`config.mk`:
```
export PLATFORM = sky130hd
export DESIGN_NAME = rom_bank_decode
export DESIGN_NICKNAME = d
export VERILOG_FILES = /design/src/rtl/rom_bank_pkg.sv /design/src/rtl/rbd_hi_qual.sv /design/src/rtl/rbd_bank_sel.sv /design/src/rtl/rbd_device.sv /design/src/rtl/rbd_bus_resolve.sv /design/src/rtl/rom_bank_decode.sv
export SDC_FILE = /design/constraint.sdc
export NUM_CORES = 1
export LEC_CHECK = 0
export ABC_AREA = 1
export BUFFER_PORTS_ARGS = -buffer_cell sky130_fd_sc_hd__buf_2
export CAP_MARGIN = 40
export CORE_MARGIN = 3
export CORE_UTILIZATION = 40
export DETAILED_ROUTE_END_ITERATION = 16
export GPL_TIMING_DRIVEN = 0
export PLACE_DENSITY = 0.85
export RECOVER_POWER = 100
export SLEW_MARGIN = 0
export SYNTH_ARGS = -nofsm -noshare
export SYNTH_HDL_FRONTEND = slang
export SYNTH_SLANG_ARGS = --single-unit
export TNS_END_PERCENT = 20
```
`constraint.sdc`:
```
create_clock -name vclk -period 2.1
set_input_delay 0.105 -clock vclk [all_inputs]
set_output_delay 0.105 -clock vclk [all_outputs]
set_load 0.05 [all_outputs]
```
`src/rtl/rom_bank_pkg.sv`:
```
package rom_bank_pkg;
    localparam int ADDR_W    = 20;
    localparam int DATA_W    = 8;
    localparam int HI_BITS   = 3;
    localparam int BANK_BITS = 2;
    localparam int OFF_W     = ADDR_W - HI_BITS - BANK_BITS;
    localparam int NBANK     = 1 << BANK_BITS;

    typedef logic [BANK_BITS-1:0] bank_t;
    typedef logic [OFF_W-1:0]     off_t;
    typedef logic [DATA_W-1:0]    byte_t;

    // Stored byte of a device as a function of its index and offset
    function automatic byte_t dev_pattern(input bank_t b, input off_t o);
        byte_t lo;
        byte_t hi;
        byte_t bofs;
        lo   = o[DATA_W-1:0];
        hi   = byte_t'(o[OFF_W-1:DATA_W]);
        bofs = {b, {(DATA_W-BANK_BITS){1'b0}}};
        return (lo ^ hi) + bofs;
    endfunction
endpackage

```
`src/rtl/rbd_hi_qual.sv`:
```
module rbd_hi_qual
    import rom_bank_pkg::*;
(
    input  logic [HI_BITS-1:0] top_bits_i,
    output logic               hi_ok_o
);
    always_comb begin
        hi_ok_o = &top_bits_i;
    end
endmodule

```
`src/rtl/rbd_bank_sel.sv`:
```
module rbd_bank_sel
    import rom_bank_pkg::*;
(
    input  logic             hi_ok_i,
    input  bank_t            bank_i,
    output logic [NBANK-1:0] cs_n_o
);
    for (genvar g = 0; g < NBANK; g++) begin : g_cs
        assign cs_n_o[g] = !(hi_ok_i && (bank_i == bank_t'(g)));
    end

    always_comb begin

        hi_gate_chk: assert (hi_ok_i || (&cs_n_o))
            else $error("chip select active outside high region");
    end
endmodule

```
`src/rtl/rbd_device.sv`:
```
module rbd_device
    import rom_bank_pkg::*;
#(
    parameter int BANK = 0
) (
    input  logic  cs_n_i,
    input  logic  oe_n_i,
    input  off_t  off_i,
    output logic  drive_o,
    output byte_t data_o
);
    always_comb begin
        drive_o = !cs_n_i && !oe_n_i;
        data_o  = drive_o ? dev_pattern(bank_t'(BANK), off_i) : '0;
    end
endmodule

```
`src/rtl/rbd_bus_resolve.sv`:
```
module rbd_bus_resolve
    import rom_bank_pkg::*;
(
    input  logic [NBANK-1:0]             drive_i,
    input  logic [NBANK-1:0][DATA_W-1:0] data_i,
    output byte_t                        data_o,
    output logic                         valid_o,
    output logic                         contention_o
);
    always_comb begin
        data_o = '0;
        for (int k = 0; k < NBANK; k++) begin
            if (drive_i[k]) data_o = data_o | data_i[k];
        end
        valid_o      = |drive_i;
        contention_o = $countones(drive_i) > 1;
    end

    always_comb begin

        valid_single_chk: assert (!valid_o || contention_o || $onehot(drive_i))
            else $error("valid without a single driver");
    end
endmodule

```
`src/rtl/rom_bank_decode.sv`:
```
module rom_bank_decode
    import rom_bank_pkg::*;
(
    input  logic [19:0] addr_i,
    input  logic        rd_n_i,
    input  logic        wr_n_i,
    output logic [3:0]  cs_n_o,
    output logic        oe_n_o,
    output logic        we_n_o,
    output logic [14:0] dev_offset_o,
    output logic [7:0]  bus_data_o,
    output logic        bus_valid_o,
    output logic        contention_o
);
    typedef struct packed {
        logic [NBANK-1:0] cs_n;
        logic             oe_n;
        logic             we_n;
        off_t             off;
    } dec_t;

    logic                         hi_ok;
    logic [NBANK-1:0]             cs_n_sel;
    logic [NBANK-1:0]             drv;
    logic [NBANK-1:0][DATA_W-1:0] dev_data;
    dec_t                         dec_d;

    rbd_hi_qual u_hi (
        .top_bits_i (addr_i[ADDR_W-1 -: HI_BITS]),
        .hi_ok_o    (hi_ok)
    );

    rbd_bank_sel u_sel (
        .hi_ok_i (hi_ok),
        .bank_i  (addr_i[OFF_W +: BANK_BITS]),
        .cs_n_o  (cs_n_sel)
    );

    always_comb begin
        dec_d.cs_n = cs_n_sel;
        dec_d.oe_n = rd_n_i;
        dec_d.we_n = wr_n_i;
        dec_d.off  = addr_i[OFF_W-1:0];
    end

    for (genvar g = 0; g < NBANK; g++) begin : g_dev
        rbd_device #(.BANK(g)) u_dev (
            .cs_n_i  (dec_d.cs_n[g]),
            .oe_n_i  (dec_d.oe_n),
            .off_i   (dec_d.off),
            .drive_o (drv[g]),
            .data_o  (dev_data[g])
        );
    end

    rbd_bus_resolve u_res (
        .drive_i      (drv),
        .data_i       (dev_data),
        .data_o       (bus_data_o),
        .valid_o      (bus_valid_o),
        .contention_o (contention_o)
    );

    assign cs_n_o       = dec_d.cs_n;
    assign oe_n_o       = dec_d.oe_n;
    assign we_n_o       = dec_d.we_n;
    assign dev_offset_o = dec_d.off;

    always_comb begin

        one_cs_chk: assert ($onehot0(~cs_n_o))
            else $error("more than one chip select active");

        drive_gate_chk: assert (!bus_valid_o || (!oe_n_o && !(&cs_n_o)))
            else $error("data driven without chip select and output enable");

        no_contention_chk: assert (!contention_o)
            else $error("bus contention");

        write_quiet_chk: assert (!(oe_n_o && bus_valid_o))
            else $error("bus driven while read strobe is high");
    end
endmodule

```
After elaboration in Yosys (flattened, before gate mapping)

Index checks and enable logic that the tools add are counted.

Bits in registers: 0
Latch bits: 0
Memory bits (writable): 0
Bits in read-only memories: 0
Output and inout bits: 31
Word-level logic and storage cells: 37
Memories: 0

Add/sub/neg operators: 6
Multiply operators: 0
Divide/modulo/power cells: 0
Magnitude comparators: 1
Equality and inequality tests: 3
Shift-type cells: 0
Mux-type cells: 7
Bitwise logic cells: 4
Reductions and logical operators: 16

Operators with widths:

| cell                                                                              | number |
|---|---|
| 8-bit two-way mux                                                                 | 7 |
| 32-bit adder                                                                      | 1 |
| 32-bit by 2-bit greater-than comparator with 1-bit output (second input constant) | 1 |
| 8-bit OR                                                                          | 3 |
| 8-bit adder (second input constant)                                               | 2 |
| 8-bit by 7-bit adder with 8-bit output (second input constant)                    | 1 |
| 1-bit logical AND                                                                 | 8 |
| 8-bit by 7-bit XOR with 8-bit output                                              | 1 |
| 1-bit zero test                                                                   | 5 |
| 1-bit by 1-bit adder with 2-bit output                                            | 2 |
| 2-bit equality test (second input constant)                                       | 2 |
| 4-bit OR reduction                                                                | 1 |
| 3-bit AND reduction                                                               | 1 |
| 2-bit by 1-bit equality test with 1-bit output (second input constant)            | 1 |
| 2-bit zero test                                                                   | 1 |

Depth between registers and ports, before layout

Depth after elaboration: 10
Gate-level depth with buffers: 9

Modules after synthesis

Synthesis repeated with hierarchy kept, for this count alone.

Cells, all modules: 221
Area, all modules: 1049.8 um^2

Modules (own cells, without submodules):

| module                      | times used | cells an instance | area an instance (um^2) |
|---|---|---|---|
| rbd_bus_resolve             | 1          | 84                | 376.6 |
| rbd_device (g_dev[1].u_dev) | 1          | 26                | 131.4 |
| rom_bank_decode             | 1          | 17                | 127.6 |
| rbd_device (g_dev[3].u_dev) | 1          | 24                | 125.1 |
| rbd_device (g_dev[0].u_dev) | 1          | 30                | 123.9 |
| rbd_device (g_dev[2].u_dev) | 1          | 30                | 121.4 |
| rbd_bank_sel                | 1          | 7                 | 30.0 |
| rbd_hi_qual                 | 1          | 3                 | 13.8 |

Worst setup path before layout

No wires, ideal clock.

Path kind: input port to output port
Start: input addr_i[18]
End: output contention_o
Arrival: 1.654 ns
Required time: 1.995 ns
Setup slack: 0.341 ns
Stages: 8
Path buffers: 0
Path through: nand2_2 -> nor2_8 -> nand3_2 -> ha_1 -> nand2_1 -> inv_1 -> fa_1 -> or2_2

Word-level cells in the longest chain between the ends: 6
Elaborated cells on any way between the ends: 13

Ends and longest elaborated chain:

| element                                                      | line                  | RTL |
|---|---|---|
| start: declaration                                           | rom_bank_decode.sv:4  | `input logic [19:0] addr_i,` |
| 3-bit AND reduction *                                        | rbd_hi_qual.sv:8      | `hi_ok_o = &top_bits_i;` |
| 1-bit logical AND                                            | rbd_bank_sel.sv:9     | `assign cs_n_o[g] = !(hi_ok_i && (bank_i == bank_t'(g)));` |
| 1-bit logical AND                                            | rbd_device.sv:13      | `drive_o = !cs_n_i && !oe_n_i;` |
| 1-bit by 1-bit adder with 2-bit output (implied by the code) | rbd_bus_resolve.sv:16 | `contention_o = $countones(drive_i) > 1;` |
| 32-bit adder (implied by the code) *                         | rbd_bus_resolve.sv:16 |  |
| 32-bit by 2-bit greater-than comparator with 1-bit output *  | rbd_bus_resolve.sv:16 |  |
| end: declaration                                             | rom_bank_decode.sv:13 | `output logic contention_o` |

Every way passes the cells marked *; elsewhere a longest branch is shown, timed or not.

Final worst setup path

Same ends and word-level chain as after synthesis.

==> results by group <==
Outcome
  • Status: complete, no violations

Final layout
  • Nets: 175
  • Fillers: 135
  • Clock buffers: 0
  • Design area: 892 um2
  • Footprint of the multi-input gates: 414 um2
  • Sequential cell count: 0
  • Fraction of layout cells with a size suffix above 1: 46.6%
  • Synth-to-Final Area Change: 51.7%
  • Storage cell area: 0 um2
  • Inserted Diodes: 0

GRT
  • Total gr overflow: 0
  • Vias in the first global route: 599
  • Initial antenna violation count: 0
  • Total track usage: 14.0%
  • Global-route wire length before repair: 2.24 mm
  • Largest net degree at the start of global routing: 9

Pwr
  • Static Leakage: 0.000517 uW
  • Pwr per Cell Area: 234 nW/um2
  • Worst IR Drop VDD: 0.116 mV
  • Total Power: 208 uW

Synth
  • Top cells by count, synth: buf_4 (21), nand2_1 (15), inv_1 (11)
  • Netlist cell types: 15
  • Syn. warnings: 0
  • Proportion of synthesized area in mux cells: 0%
  • Cell Area, Synth: 588 um2
  • Post-Syn Nets: 118
  • Synth Area in Compound Gates: 0%
  • Most frequent cell after synthesis: buf_4
  • Biggest area consumer among synthesized cells: buf_4
  • Synth top area share: 26.8%
  • Post-synthesis sequential area ratio: 0%
  • Average size of a mapped cell: 6.46 um2
  • Post-Synth XOR/XNOR Area: 8.94%
  • Main combinational cell family by area after synthesis: simple AND/OR/NAND/NOR gates
  • Adder-cell share of the synthesized area: 11.9%
  • Post-Synthesis Cells: 91
  • Simple-Gate Fraction of Synth Area: 44.0%
  • Largest cells by area after synthesis: buf_4 (27%), nand2_1 (9.6%), xnor2_1 (8.9%)

Placement
  • DP Area: 867 um2
  • Buffers on Ports: 52
  • GPL Wtd Cong: 0.703
  • Hpwl dp: 1.29 mm

STA
  • RSZ-0062 raised after global routing: no
  • Max_slew headroom: 58.6%
  • Fin Setup TNS: 0 ns
  • # setup viols final: 0
  • Final Slew Violations: 0
  • Final worst path period share: 94.4%
  • Worst-margin pin slew: 0.624 ns
  • Fmax: 504 MHz
  • Fin crit period: 1.98 ns
  • Final hold vios: 0

Hold path
  • Critical hold path startpoint: wr_n_i
  • WHS Path Cells: 2
  • Hold Path End: we_n_o
  • Hold WC Path Type: primary input to output pin

Detailed routing
  • Total number of vias: 679
  • Via density per instance: 4.22
  • Total length of routed wires: 1.53 mm
  • Residual DRC count: 0
  • Routed Antenna Nets: 0
  • DR iter-0 viols: 2
  • TritonRoute pass-1 iters: 4
  • Mean routed wirelength per cell: 9.50 um

Floorplanning
  • Core area: 1330 um2
  • # IOs: 53
  • Initial Util: 44.1%
  • Die Ht: 44.3 um
  • Std cell rows: 13
  • Die Area: 1970 um2
  • Die Width: 44.3 um

Setup path
  • Critical Path AT: 1.88 ns
  • Crit path kind: primary input to output pin
  • Crit-path max FO: 5
  • Critical Path RT: 2.00 ns
  • CP Launch Type: primary input
  • Setup crit end kind: output pin

Clock network
  • # hold bufs at CTS: 0

Flow run
  • Maxcap violations: 0
## worst max-delay path by stage
stage / startpoint / to
2_1_floorplan: addr_i[18] / contention_o
3_3_place_gp: addr_i[18] / contention_o
3_5_place_dp: addr_i[18] / contention_o
4_1_cts: addr_i[18] / contention_o
5_1_grt: addr_i[18] / contention_o
6_report: addr_i[18] / contention_o
## power breakdown
part,internal [uW],leakage [uW],switching (uW)
clock,0,0,0
combinational,64.9,0.000517,143
sequential,0,0,0
total,64.9,0.000517,143
## cell families after synthesis
family	after synthesis
XOR/XNOR	6
adder cells (fa/ha/maj)	5
buffers and inverters	34
AND/OR/NAND/NOR	46
## per-stage QoR
stage	util, %	instances	hold WS [ns]	setup slack, ns
after floorplan	-	91	0.377	0.341
final	66.9	161	0.599	0.117
after global routing	66.9	161	0.613	0.0137
after CTS	65.0	158	0.516	0.0630
after global placement	65.0	158	0.513	0.122
after detailed placement	65.0	158	0.516	0.0646
## area by class of cell
class | count | share of cell area, %
Buffer | 21 | 17.7
Inverter | 13 | 5.47
Multi-Input combinational cell | 57 | 46.4
Tap cell | 15 | 2.10
Timing Repair Buffer | 55 | 28.3
## routing by layer
metal	vias up	global-route usage (%)	routed length, um
met4	0	0	0
li1	369	-	-
met3	0	0.407	75
met1	289	15.7	554
met5	-	0	0
met2	21	29.9	898
## critical path: stages
cell and delay, ns:
buf_2 0.08, nand2_2 0.08, nor2_8 0.20, nand3_4 0.11, ha_1 0.29, nand2_1 0.06
inv_1 0.05, fa_1 0.42, or2_2 0.31, buf_6 0.16
## layout by cell type (no fill, tap or decap)
cell      instances
nand2_1          15
nor2_4            1
nor2_2            9
fa_1              1
buf_4            24
or2_2             1
inv_2             2
nand3_1           6
inv_1            11
nand2_2           3
nand3_4           4
clkbuf_1         29
nor2_1            6
buf_6             1
xnor2_1           6
ha_1              4
nor2_8            1
buf_2            22
## what timing repair did
item / 4_1_cts / 5_1_grt
gates resized for setup: 0 / 8
setup endpoints to repair: 0 / 1
setup buffers: 0 / 3
(Power assumes the default switching activity.)
